--- src/rtl/plm_pkg.sv ---
// Shared types and helpers for the programming link master.
// Assumes a fixed 12-bit character: start, 8 data, parity, 2 stops.
package plm_pkg;
    localparam int FRAME_BITS = 12;

    typedef enum logic [2:0] {
        OP_SEND    = 3'd0,
        OP_RECV    = 3'd1,
        OP_BREAK   = 3'd2,
        OP_ENABLE  = 3'd3,
        OP_DISABLE = 3'd4
    } plm_op_e;

    // Builds the transmit character, bit 0 first on the wire.
    function automatic logic [FRAME_BITS-1:0] build_frame(input logic [7:0] d);
        return {2'b11, ^d, d, 1'b0};
    endfunction
endpackage

--- src/rtl/plm_clkgen.sv ---
// Link clock generator: divides the system clock so that each level lasts
// half_div cycles (0 acts as 1). It raises a one-cycle tick in the cycle
// before each toggle, split into rise and fall ticks.
// Assumes the clock rests low whenever run is low.
module plm_clkgen #(
    parameter int DIV_W = 8
) (
    input  logic             clk,
    input  logic             rst_n,
    input  logic             run,
    input  logic [DIV_W-1:0] half_div,
    output logic             sclk,
    output logic             rise_tick,
    output logic             fall_tick
);
    logic [DIV_W-1:0] cnt;
    logic [DIV_W-1:0] lim;
    logic             tick;

    // Effective half period, never below one cycle.
    always_comb lim = (half_div == '0) ? DIV_W'(1) : half_div;

    // End-of-half-period strobe and its edge direction.
    always_comb begin
        tick      = run && (cnt == lim - DIV_W'(1));
        rise_tick = tick && !sclk;
        fall_tick = tick && sclk;
    end

    // Half-period counter and clock level.
    always_ff @(posedge clk) begin
        if (!rst_n || !run) begin
            cnt  <= '0;
            sclk <= 1'b0;
        end else if (tick) begin
            cnt  <= '0;
            sclk <= ~sclk;
        end else begin
            cnt <= cnt + DIV_W'(1);
        end
    end
endmodule

--- src/rtl/plm_shifter.sv ---
// Character shifter for the shared data line. Transmit shifts one bit out
// on each fall tick and completes at the rise tick after the last bit.
// Receive waits for a low bit on a rise tick, then takes the remaining 11
// bits and reports data and parity.
// Assumes start_tx and start_rx come only while idle.
module plm_shifter
    import plm_pkg::*;
(
    input  logic                  clk,
    input  logic                  rst_n,
    input  logic                  rise_tick,
    input  logic                  fall_tick,
    input  logic                  start_tx,
    input  logic [FRAME_BITS-1:0] tx_frame,
    input  logic                  start_rx,
    input  logic                  sdi,
    output logic                  sdo,
    output logic                  released,
    output logic                  active,
    output logic                  tx_done,
    output logic                  rx_valid,
    output logic [7:0]            rx_data,
    output logic                  rx_perr
);
    localparam int CNT_W = $clog2(FRAME_BITS + 1);
    localparam logic [CNT_W-1:0] LAST_TX = CNT_W'(FRAME_BITS - 1);
    localparam logic [CNT_W-1:0] LAST_RX = CNT_W'(FRAME_BITS - 2);

    typedef enum logic [2:0] {S_IDLE, S_TX, S_TXEND, S_RXWAIT, S_RX} st_e;

    st_e                   st;
    logic [FRAME_BITS-1:0] sh;
    logic [FRAME_BITS-1:0] rx_next;
    logic [CNT_W-1:0]      bcnt;

    // Shift register value after taking the current input bit.
    always_comb rx_next = {sdi, sh[FRAME_BITS-1:1]};

    // Busy whenever a character is in flight or awaited.
    always_comb active = (st != S_IDLE);

    // Character state machine, shift register and result registers.
    always_ff @(posedge clk) begin
        if (!rst_n) begin
            st       <= S_IDLE;
            sh       <= '1;
            bcnt     <= '0;
            sdo      <= 1'b1;
            released <= 1'b0;
            tx_done  <= 1'b0;
            rx_valid <= 1'b0;
            rx_data  <= '0;
            rx_perr  <= 1'b0;
        end else begin
            tx_done  <= 1'b0;
            rx_valid <= 1'b0;
            case (st)
                S_IDLE: begin
                    if (start_tx) begin
                        sh       <= tx_frame;
                        bcnt     <= '0;
                        released <= 1'b0;
                        st       <= S_TX;
                    end else if (start_rx) begin
                        released <= 1'b1;
                        st       <= S_RXWAIT;
                    end
                end
                S_TX: begin
                    if (fall_tick) begin
                        sdo  <= sh[0];
                        sh   <= {1'b1, sh[FRAME_BITS-1:1]};
                        bcnt <= bcnt + CNT_W'(1);
                        if (bcnt == LAST_TX) st <= S_TXEND;
                    end
                end
                S_TXEND: begin
                    if (rise_tick) begin
                        tx_done <= 1'b1;
                        st      <= S_IDLE;
                    end
                end
                S_RXWAIT: begin
                    if (rise_tick && !sdi) begin
                        bcnt <= '0;
                        st   <= S_RX;
                    end
                end
                S_RX: begin
                    if (rise_tick) begin
                        sh   <= rx_next;
                        bcnt <= bcnt + CNT_W'(1);
                        if (bcnt == LAST_RX) begin
                            rx_valid <= 1'b1;
                            rx_data  <= rx_next[8:1];
                            rx_perr  <= ^rx_next[9:1];
                            st       <= S_IDLE;
                        end
                    end
                end
                default: st <= S_IDLE;
            endcase
        end
    end
endmodule

--- src/rtl/prog_link_master.sv ---
// Programming link master top: decodes byte-level commands, runs the open
// sequence (reset low, line high, clock on, two breaks), and maps the
// shifter and clock generator onto the pins.
// Assumes the caller waits for cmd_ready; commands other than open and
// close are dropped while the link is closed.
module prog_link_master
    import plm_pkg::*;
#(
    parameter int DIV_W          = 8,
    parameter int ENABLE_BREAKS  = 2
) (
    input  logic             clk,
    input  logic             rst_n,
    input  logic [DIV_W-1:0] half_div,
    input  logic             cmd_valid,
    input  logic [2:0]       cmd_op,
    input  logic [7:0]       cmd_data,
    output logic             cmd_ready,
    output logic             busy,
    output logic             rx_valid,
    output logic [7:0]       rx_data,
    output logic             parity_error,
    output logic             link_clk,
    output logic             link_clk_oe,
    output logic             data_out,
    output logic             data_oe,
    input  logic             data_in,
    output logic             tgt_rst_n,
    output logic             tgt_rst_oe
);
    localparam int BRK_W = $clog2(ENABLE_BREAKS + 1);

    logic                  link_on;
    logic [BRK_W-1:0]      brk_left;
    logic                  accept;
    logic                  start_tx;
    logic                  start_rx;
    logic [FRAME_BITS-1:0] tx_frame;
    logic                  sh_active;
    logic                  sh_released;
    logic                  tx_done;
    logic                  rise_tick;
    logic                  fall_tick;

    // Handshake and command decode.
    always_comb begin
        busy      = sh_active || (brk_left != '0);
        cmd_ready = !busy;
        accept    = cmd_valid && cmd_ready;
        start_rx  = accept && link_on && (cmd_op == OP_RECV);
        start_tx  = (accept && (cmd_op == OP_ENABLE))
                 || (accept && link_on && ((cmd_op == OP_SEND) || (cmd_op == OP_BREAK)))
                 || (tx_done && (brk_left != '0));
        tx_frame  = (accept && (cmd_op == OP_SEND)) ? build_frame(cmd_data) : '1;
    end

    // Link open state and count of pending wake-up breaks.
    always_ff @(posedge clk) begin
        if (!rst_n) begin
            link_on  <= 1'b0;
            brk_left <= '0;
        end else if (accept && (cmd_op == OP_ENABLE)) begin
            link_on  <= 1'b1;
            brk_left <= BRK_W'(ENABLE_BREAKS - 1);
        end else if (accept && (cmd_op == OP_DISABLE)) begin
            link_on  <= 1'b0;
            brk_left <= '0;
        end else if (tx_done && (brk_left != '0)) begin
            brk_left <= brk_left - BRK_W'(1);
        end
    end

    plm_clkgen #(.DIV_W(DIV_W)) u_clk (
        .clk       (clk),
        .rst_n     (rst_n),
        .run       (link_on),
        .half_div  (half_div),
        .sclk      (link_clk),
        .rise_tick (rise_tick),
        .fall_tick (fall_tick)
    );

    plm_shifter u_sh (
        .clk       (clk),
        .rst_n     (rst_n),
        .rise_tick (rise_tick),
        .fall_tick (fall_tick),
        .start_tx  (start_tx),
        .tx_frame  (tx_frame),
        .start_rx  (start_rx),
        .sdi       (data_in),
        .sdo       (data_out),
        .released  (sh_released),
        .active    (sh_active),
        .tx_done   (tx_done),
        .rx_valid  (rx_valid),
        .rx_data   (rx_data),
        .rx_perr   (parity_error)
    );

    // Pin enables follow the open state; reset is held low while open.
    always_comb begin
        link_clk_oe = link_on;
        data_oe     = link_on && !sh_released;
        tgt_rst_oe  = link_on;
        tgt_rst_n   = !link_on;
    end
endmodule

--- config.mk ---
export PLATFORM = sky130hd
export DESIGN_NAME = prog_link_master
export DESIGN_NICKNAME = d
export VERILOG_FILES = /design/src/rtl/plm_pkg.sv /design/src/rtl/plm_clkgen.sv /design/src/rtl/plm_shifter.sv /design/src/rtl/prog_link_master.sv
export SDC_FILE = /design/constraint.sdc
export NUM_CORES = 1
export LEC_CHECK = 0
export ABC_CLOCK_PERIOD_IN_PS = 6700
export BUFFER_PORTS_ARGS = -buffer_cell sky130_fd_sc_hd__buf_2
export CAP_MARGIN = 10
export CORE_ASPECT_RATIO = 0.75
export CORE_UTILIZATION = 45
export DETAILED_ROUTE_END_ITERATION = 6
export GPL_ROUTABILITY_DRIVEN = 0
export PLACE_DENSITY = 0.73
export SLEW_MARGIN = 30
export SYNTH_ARGS = -nofsm -noshare
export SYNTH_HDL_FRONTEND = slang
export SYNTH_SLANG_ARGS = --single-unit
export TNS_END_PERCENT = 50
--- constraint.sdc ---
create_clock -name clk -period 6.7 [get_ports clk]
set_input_delay 0.67 -clock clk [delete_from_list [all_inputs] [get_ports clk]]
set_output_delay 0.67 -clock clk [all_outputs]
set_load 0.005 [all_outputs]
==> results.cfg, run 1 <==
[run_status]
outcome = complete, no violations

[clock_tree]
hold_buffers = 0
cts_buffer_depth = 2
cts-root-buf = clkbuf_8
cts_buffers = 5
htreeDepth = 2
cts_setup_buffers = 0
cts_sinks = 44
path_clk_slew_ns = 0.08
tritoncts = yes
clk_latency_ns = 0.30
postCtsResizedCells = 0

[setup_path]
timing.rr.end = u_sh.rx_data[1]
start_kind = input port
r2r_cells = 8
worstSetupPathType = input port to flop
crit_chain = buf_2 > nor4_2 > a21oi_1 > ha_1 > xnor2_1 > a22o_1 > nor4_1 > o21ai_2 > nor4_4 > and3_1 > mux2i_1 > nor2_1
cp_data_arrival_time_ns = 3.88
required_ns = 6.88
end_kind = flop
crit_fanout = 9
r2r-start = u_clk.cnt[3]
r2r_slack_ns = 3.89
critical-path-max-stage-delay_ns = 0.58
slowest_stage = and3_1

[logic_synthesis]
synth.distinct_cells = 57
synth_area_mm2 = 0.00248
synth_seq_cells = 44
synth_cells = 296
synth_top_area_share_pct = 35.6
synth_common_cells = dfxtp_1, nor2_1, nand2_1
synthFlopType = dfxtp_1
synth_seq_area_share_pct = 35.6
async_flop_share_pct = 0
synth_top_cell_by_area = dfxtp_1
syn-num-nets = 324
ys_warn_count = 0
synthTopCellsByArea = dfxtp_1, xnor2_1, nor2_1, mux2i_1, nand2_1
synth.most_common_cell = dfxtp_1
synth_area_per_cell_um2 = 8.37
synth_edf_count = 0

[floorplanning]
die_w_um = 87.7
die_area_mm2 = 0.00581
start_util_pct = 48.6
die_y_um = 66.3
core_area_mm2 = 0.00509
ios = 41
num_rows = 22

[worst_hold_path]
holdPathEnd = u_sh.bcnt[3]
holdCritStartpoint = u_sh.bcnt[3]
whs_path_depth = 2
hold_path_class = flop to flop

[global_route]
grt_use_total_pct = 20.6
grt_pass1_vias = 1975
grt_antenna_before_repair = 0
grt_max_degree = 26
grt_pass1_wl_mm = 9.25
grt_overflow = 0

[pwr]
power_mw = 0.598
leakagePower_nw = 1.10
power.density_mw_per_mm2 = 213
vdd_ir_drop_max_mv = 0.0876

[place]
io_buffers = 40
place_hpwl_mm = 4.15

[timing]
period_minus_slack_ns = 3.70
skew_ns = 0.00641
fmax_mhz = 270
rsz0062_at_grt = no
finalSetupViolCount = 0
maxSlewViolCount = 0
slew_headroom_pct = 60.8
min_period_over_period_pct = 55.2
setup_tns_ns = 0
holdWs_ns = 0.485
hold_violations = 0
tightest_slew_ns = 0.584

[final_layout]
antenna_cells = 0
final_util_pct = 55.2
fill_cells = 467
drive_above_1_share_pct = 17.3
area_growth_pct = 13.5
final_nets = 357

[routing]
wire_per_inst_um = 14.1
route.detailed.drc = 0
drtPass1Iterations = 5
final_antenna_net_count = 0
routed_via_density = 5.59
initialDrtViolationCount = 210
totalWireLength_mm = 5.67
vias = 2246

[flow_run]
drv_cap = 0
[power breakdown]
part	total (mW)	internal (mW)	switching, mW
Sequential	0.284	0.269	0.0144
Clock	0.201	0.110	0.0905
Combinational	0.113	0.0481	0.0652
Total	0.598	0.428	0.170
[worst max-delay path, delay by kind of cell]
family | cells | cell delay (ns)
compound gates | 3 | 0.49
xor+xnor | 1 | 0.16
fa+ha+maj | 1 | 0.31
buf+inv | 1 | 0.15
mux | 1 | 0.27
simple gates | 5 | 1.83
[cell usage in the layout, fill, tap and decap left out, types with 2 or more instances in the layout]
| cell | netlist | layout |
|---|---|---|
| nor2_1 | 33 | 33 |
| a22oi_1 | 2 | 2 |
| inv_1 | 10 | 10 |
| xor2_1 | 9 | 9 |
| nand2_1 | 28 | 28 |
| o22ai_1 | 10 | 10 |
| nand3b_1 | 2 | 2 |
| nor3_1 | 8 | 8 |
| a21oi_1 | 14 | 14 |
| o211ai_1 | 12 | 12 |
| ha_1 | 5 | 5 |
| o21ai_1 | 2 | 2 |
| nand3_1 | 6 | 6 |
| o21ai_0 | 7 | 7 |
| and3_1 | 4 | 4 |
| o32ai_1 | 2 | 2 |
| dfxtp_1 | 44 | 44 |
| a211oi_1 | 2 | 2 |
| xnor2_1 | 21 | 21 |
| buf_2 | 0 | 40 |
| mux2i_1 | 11 | 11 |
| or3_1 | 4 | 4 |
| nor2b_1 | 7 | 7 |
| nor4_1 | 4 | 4 |
| clkbuf_8 | 0 | 5 |
| nand2b_1 | 5 | 5 |
[flip-flops by register name, summed over array words and instances (netlist names)]
signal and flops:
u_clk.sclk 1, link_clk_oe 1, u_sh.sh 12, u_sh.sdo 1
u_sh.rx_perr 1, u_sh.bcnt 4, u_sh.rx_valid 1, u_sh.tx_done 1
u_sh.st 3, u_sh.rx_data 8, u_sh.released 1, u_clk.cnt 8
brk_left 2
[cells by family after synthesis]
family	count (synthesis)	share of synthesized area (%)
mux	12	4.90
fa+ha+maj	5	2.53
simple gates	112	22.8
compound gates	67	18.9
flops	44	35.6
buf+inv	26	4.70
xor+xnor	30	10.6
[through the flow]
| stage | setup WS [ns] | instances | cell area (um^2) |
|---|---|---|---|
| 4_1_cts | 3.03 | 402 | 2810 |
| 6_report | 3.00 | 402 | 2810 |
| 3_3_place_gp | 2.88 | 394 | 2700 |
| 3_5_place_dp | 2.71 | 394 | 2700 |
| 2_1_floorplan | 3.36 | 296 | 2480 |
| 5_1_grt | 2.79 | 402 | 2810 |
[worst max path at each step]
stage	depth (start not counted)	startpoint	endpoint	slack [ns]
3_3_place_gp	12	half_div[2]	u_sh.rx_data[4]	2.88
6_report	12	half_div[2]	u_sh.rx_data[1]	3.00
5_1_grt	12	half_div[2]	u_sh.rx_data[2]	2.79
2_1_floorplan	13	half_div[2]	u_sh.rx_data[0]	3.36
4_1_cts	12	half_div[2]	u_sh.rx_data[1]	3.03
3_5_place_dp	12	half_div[2]	u_sh.rx_data[1]	2.71
[metal layers]
layer / part of all wire, % / track usage (%) / up-vias
li1: - / - / 1121
met5: 0 / 0 / -
met2: 44 / 31.0 / 65
met1: 49 / 29.1 / 1052
met3: 5.4 / 4.62 / 8
met4: 1.3 / 6.15 / 0
[final cells by class]
| class | instances | area (um^2) | area share [%] |
|---|---|---|---|
| Clock inverter | 3 | 42.5 | 1.51 |
| Timing Repair Buffer | 41 | 208 | 7.39 |
| Inverter | 11 | 41.3 | 1.47 |
| Tap cell | 72 | 90.1 | 3.20 |
| Clock buffer | 5 | 68.8 | 2.45 |
| Multi-Input combinational cell | 226 | 1480 | 52.6 |
| Sequential cell | 44 | 881 | 31.3 |
Power figures use the tool's default switching activity.
==> run 2: changes to the inputs <==
--- a/config.mk
+++ b/config.mk
@@ -5,14 +5,15 @@
 export SDC_FILE = /design/constraint.sdc
 export NUM_CORES = 1
 export LEC_CHECK = 0
-export ABC_CLOCK_PERIOD_IN_PS = 6700
+export ABC_AREA = 1
+export ABC_CLOCK_PERIOD_IN_PS = 3200
 export BUFFER_PORTS_ARGS = -buffer_cell sky130_fd_sc_hd__buf_2
 export CAP_MARGIN = 10
 export CORE_ASPECT_RATIO = 0.75
 export CORE_UTILIZATION = 45
 export DETAILED_ROUTE_END_ITERATION = 6
 export GPL_ROUTABILITY_DRIVEN = 0
-export PLACE_DENSITY = 0.73
+export PLACE_DENSITY = 0.75
 export SLEW_MARGIN = 30
 export SYNTH_ARGS = -nofsm -noshare
 export SYNTH_HDL_FRONTEND = slang
==> constraint.sdc (replaced) <==
create_clock -name clk -period 3.2 [get_ports clk]
set_input_delay 0.32 -clock clk [delete_from_list [all_inputs] [get_ports clk]]
set_output_delay 0.32 -clock clk [all_outputs]
set_load 0.005 [all_outputs]
==> results.cfg, run 2 <==
[logic_synthesis]
synth_area_mm2 = 0.00268
syn-num-nets = 410
synth_common_cells = nand2_1, nor2_1, dfxtp_1
synth_top_area_share_pct = 32.9
async_flop_share_pct = 0
synth_area_per_cell_um2 = 7.01
synth_top_cell_by_area = dfxtp_1
synth.most_common_cell = nand2_1
synthTopCellsByArea = dfxtp_1, nand2_1, nor2_1, inv_1, nand3_1
synth_seq_cells = 44
synth.distinct_cells = 35
synth_seq_area_share_pct = 32.9
synth_edf_count = 0
synthFlopType = dfxtp_1
ys_warn_count = 0
synth_cells = 382

[setup_path]
endpoint = u_sh.sh[10]
r2r-start = u_sh.st[0]
r2r_cells = 12
start_kind = input port
cp_data_arrival_time_ns = 2.91
r2r_slack_ns = 0.99
timing.rr.end = u_sh.sh[10]
worstSetupPathType = input port to flop
worstSetupStartpoint = half_div[3]
required_ns = 3.37
end_kind = flop
crit_fanout = 24

[timing]
rsz0062_at_grt = no
finalSetupViolCount = 0
worst_slack_ns = 0.460
hold_violations = 0
maxSlewViolCount = 0
skew_ns = 0.0129
fmax_mhz = 365
slew_headroom_pct = 64.3
period_minus_slack_ns = 2.74
setup_tns_ns = 0
tightest_slew_ns = 0.530
min_period_over_period_pct = 85.6

[flow_run]
drv_cap = 0

[final_layout]
layout_commonest_cell = nand2_1
reg.largest.list = u_sh.sh (12), u_clk.cnt (8), u_sh.rx_data (8)
fill_cells = 549
largest_reg_flops = 12
antenna_cells = 0
drive_above_1_share_pct = 21.0
final_nets = 450
final_util_pct = 55.2
final_cell_mix = nand2_1, nor2_1, dfxtp_1
area_growth_pct = 13.9
largest_register = u_sh.sh

[global_route]
grt_overflow = 0
grt_pass1_wl_mm = 10.2
grt_use_total_pct = 20.7
grt_antenna_before_repair = 0
grt_pass1_vias = 2253
grt_max_degree = 25

[routing]
wire_per_inst_um = 12.3
routed_via_density = 5.10
final_antenna_net_count = 0
totalWireLength_mm = 6.10
drtPass1Iterations = 5
route.detailed.drc = 0
vias = 2541
initialDrtViolationCount = 184

[floorplanning]
start_util_pct = 48.5
ios = 41
die_y_um = 68.8
num_rows = 23
core_area_mm2 = 0.00553
die_area_mm2 = 0.00627
die_w_um = 91.1

[clock_tree]
path_clk_slew_ns = 0.08
postCtsResizedCells = 0
hold_buffers = 0
clk_latency_ns = 0.30
cts-root-buf = clkbuf_8
cts_setup_buffers = 0
cts_sinks = 44
htreeDepth = 2
cts_buffer_depth = 2
cts_buffers = 5
tritoncts = yes

[place]
place_hpwl_mm = 4.67
io_buffers = 40
preCtsSetupSlack_ns = 0.165

[pwr]
leakagePower_nw = 1.44
vdd_ir_drop_max_mv = 0.287
power_mw = 1.82
power.density_mw_per_mm2 = 597

[worst_hold_path]
hold_path_class = input port to flop
holdCritStartpoint = data_in

[run_status]
outcome = complete, no violations
==> run 2: cell types whose count changed in the layout (fill, tap and decap cells not counted), moves of 10 or more <==
cell | before | now
nand2_1 | 28 | 81
nor2_1 | 33 | 55
mux2i_1 | 11 | 0
inv_1 | 10 | 41
nand3_1 | 6 | 27
o211ai_1 | 12 | 0
nand4_1 | 1 | 11
==> run 2: cells by family (layout without fill, tap and decap cells) <==
group | after synthesis | after routing | share of synthesized area, %
and+or+nand+nor | 203 | 203 | 35.5
buffers and inverters | 58 | 99 | 8.97
AOI/OAI and AO/OA | 48 | 48 | 12.4
DFF | 44 | 44 | 32.9
xor gates and xnor gates | 24 | 24 | 7.85
adders and majority gates | 5 | 5 | 2.34
==> run 2: final cells by class <==
class                      instances  area (um^2)  share of cell area, %
sequential                        44          881                   28.9
inverter                          48          180                   5.90
tap                               75         93.8                   3.08
clock inverter                     3         47.5                   1.56
timing repair buffer              43          223                   7.30
clock buffer                       5         68.8                   2.26
multi-input combinational        280         1560                   51.0
==> run 2: how the worst min path moves through the flow <==
stage	end	depth (start not counted)	slack, ns
2_1_floorplan	u_sh.sh[1]	2	0.43
3_3_place_gp	u_sh.sh[1]	2	0.45
3_5_place_dp	u_sh.sh[1]	2	0.45
4_1_cts	u_sh.sh[11]	3	0.31
5_1_grt	u_sh.sh[11]	3	0.32
6_report	u_sh.sh[11]	3	0.33
==> run 2: routing by layer <==
metal,global-route usage (%),wire [um],vias to the layer above
met2,31.5,2580,70
met1,29.3,3160,1146
li1,-,-,1319
met5,0,0,-
met3,5.37,313,6
met4,5.16,51,0
==> run 2: where the power goes <==
group	switching [mW]	internal [mW]	total, mW
combinational	0.444	0.263	0.707
sequential	0.0642	0.610	0.675
clock	0.204	0.235	0.439
total	0.712	1.11	1.82
==> run 2: worst max-delay path: stages <==
cell	delay [ns]
buf_2	0.12
nor2_2	0.16
nand2_1	0.09
inv_2	0.07
nand2_4	0.06
nand2_2	0.09
inv_2	0.06
ha_1	0.30
nand2_1	0.07
nand2_1	0.04
nor2_1	0.12
inv_1	0.05
nor2_1	0.09
nand3_1	0.12
nor2_4	0.16
nand4_4	0.14
inv_2	0.07
nand2_1	0.07
nand2_1	0.09
nand2_2	0.28
a21oi_1	0.23
o21ai_1	0.07
==> run 2: per-stage QoR <==
stage	area (um^2)	cells	hold WS [ns]
3_5_place_dp	2940	490	0.449
3_3_place_gp	2940	490	0.446
6_report	3050	498	0.327
2_1_floorplan	2680	382	0.433
4_1_cts	3050	498	0.313
5_1_grt	3050	498	0.317
==> run 3: changes to the inputs <==
--- a/config.mk
+++ b/config.mk
@@ -7,13 +7,13 @@
 export LEC_CHECK = 0
 export ABC_AREA = 1
 export ABC_CLOCK_PERIOD_IN_PS = 3200
-export BUFFER_PORTS_ARGS = -buffer_cell sky130_fd_sc_hd__buf_2
 export CAP_MARGIN = 10
 export CORE_ASPECT_RATIO = 0.75
 export CORE_UTILIZATION = 45
 export DETAILED_ROUTE_END_ITERATION = 6
+export DONT_BUFFER_PORTS = 1
 export GPL_ROUTABILITY_DRIVEN = 0
-export PLACE_DENSITY = 0.75
+export PLACE_DENSITY = 0.69
 export SLEW_MARGIN = 30
 export SYNTH_ARGS = -nofsm -noshare
 export SYNTH_HDL_FRONTEND = slang
==> results.cfg, run 3 (synthesis results as in run 2) <==
[final_layout]
drive_above_1_share_pct = 12.6
largest_reg_flops = 12
largest_register = u_sh.sh
final_cell_mix = nand2_1, nor2_1, dfxtp_1
reg.largest.list = u_sh.sh (12), u_clk.cnt (8), u_sh.rx_data (8)
area_growth_pct = 5.46
final_util_pct = 51.1
final_nets = 409
fill_cells = 548
antenna_cells = 0
layout_commonest_cell = nand2_1

[pwr]
p_sw_share_pct = 39.4
leakagePower_nw = 1.24
power.density_mw_per_mm2 = 600
vdd_ir_drop_max_mv = 0.251
seqPwrFrac_pct = 39.8
power_frac_comb_pct = 38.8
clkPwrFrac_pct = 21.5
p_sw_mw = 0.668
cellInternalPower_mw = 1.03

[clock_tree]
htreeDepth = 2
tritoncts = yes
hold_buffers = 0
path_clk_slew_ns = 0.09
cts-root-buf = clkbuf_8
clk_latency_ns = 0.29
postCtsResizedCells = 0
cts_buffer_depth = 2
cts_setup_buffers = 0
cts_buffers = 5
cts_sinks = 44

[place]
io_buffers = 0
preCtsSetupSlack_ns = 0.250
place_hpwl_mm = 4.47

[floorplanning]
start_util_pct = 48.5
core_area_mm2 = 0.00553
die_w_um = 91.1
die_y_um = 68.8
ios = 41
num_rows = 23
die_area_mm2 = 0.00627

[setup_path]
r2r-start = link_clk_oe
slowest_stage = ha_1
critical-path-max-stage-delay_ns = 0.31
crit_fanout = 24
required_ns = 3.36
start_kind = input port
end_kind = flop
worstSetupPathType = input port to flop
cp_data_arrival_time_ns = 2.82
r2r_cells = 13
crit_chain = nor2_2 > nand2_1 > inv_2 > nand2_4 > nand2_2 > inv_2 > ha_1 > nand2_1 > nand2_1 > nor2_1 > inv_1 > nor2_1 > nand3_1 > nor2_4 > nand4_4 > inv_2 > nand2_1 > nand2_1 > nand2_2 > a21oi_1 > o21ai_1
worst_path_most_repeated_cell = nand2_1
r2r_slack_ns = 0.92
timing.rr.end = u_sh.sh[10]

[timing]
holdWs_ns = 0.102
rsz0062_at_grt = no
maxSlewViolCount = 0
period_minus_slack_ns = 2.66
worst_slack_ns = 0.535
skew_ns = 0.0106
min_period_over_period_pct = 83.3
tightest_slew_ns = 0.495
hold_violations = 0
finalSetupViolCount = 0
slew_headroom_pct = 66.7
fmax_mhz = 375
setup_tns_ns = 0

[routing]
initialDrtViolationCount = 166
wire_per_inst_um = 12.7
final_antenna_net_count = 0
totalWireLength_mm = 5.80
route.detailed.drc = 0
drtPass1Iterations = 4
routed_via_density = 5.16
vias = 2356

[global_route]
grt_antenna_before_repair = 0
grt_pass1_wl_mm = 9.80
grt_pass1_vias = 2148
grt_overflow = 0
grt_max_degree = 28
grt_use_total_pct = 19.7

[run_status]
outcome = complete, no violations

[worst_hold_path]
holdCritStartpoint = rst_n
holdPathEnd = u_sh.sh[7]
whs_path_depth = 1
hold_path_class = input port to flop

[flow_run]
drv_cap = 0
run 3: changes by cell type in the layout (fill, tap and decap cells not counted):
cell,previous run,this run
clkinvlp_4,0,2
bufinv_16,1,0
clkbuf_8,5,6
buf_4,3,2
buf_2,40,0
clkinv_4,2,0
run 3: power groups by stage:
stage	combinational (mW)	sequential [mW]	clock (mW)
2_1_floorplan	0.596	0.668	0
3_3_place_gp	0.645	0.684	0
3_5_place_dp	0.656	0.686	0
4_1_cts	0.660	0.674	0.377
5_1_grt	0.751	0.683	0.398
6_report	0.657	0.674	0.364
run 3: how the worst max path moves through the flow:
stage | to | startpoint | slack, ns
2_1_floorplan | u_sh.sh[1] | half_div[3] | 0.68
5_1_grt | u_sh.sh[9] | half_div[3] | 0.35
3_3_place_gp | u_sh.sh[9] | half_div[3] | 0.39
3_5_place_dp | u_sh.sh[10] | half_div[3] | 0.25
6_report | u_sh.sh[10] | half_div[3] | 0.54
4_1_cts | u_sh.sh[11] | half_div[3] | 0.56
run 3: area by class of cell:
class                   count  area, um^2  area share [%]
clock buffers               6        82.6            2.92
flip-flops and latches     44         881            31.2
inverters                  48         180            6.38
repair buffers              2        15.0           0.531
multi-input cells         280        1560            55.1
well taps                  75        93.8            3.32
clock inverters             2        15.0           0.531
run 3: metal layers:
| metal | track usage, % | up-vias | wire length, um |
|---|---|---|---|
| li1 | - | 1238 | - |
| met1 | 27.5 | 1061 | 3010 |
| met2 | 30.8 | 55 | 2420 |
| met3 | 5.26 | 2 | 345 |
| met4 | 4.17 | 0 | 27 |
| met5 | 0 | - | 0 |
run 3: critical path, delay by kind of cell:
kind | cells | cell delay, ns
buffers and inverters | 4 | 0.27
AO/OA/AOI/OAI | 2 | 0.31
AND/OR/NAND/NOR | 14 | 1.60
adder cells (fa/ha/maj) | 1 | 0.31
run 3: stage by stage:
stage / power [mW] / area, um^2 / std cells
CTS: 1.71 / 2830 / 457
detailed placement: 1.34 / 2730 / 449
global route: 1.83 / 2830 / 457
floorplan: 1.26 / 2680 / 382
global placement: 1.33 / 2730 / 449
finish: 1.69 / 2830 / 457
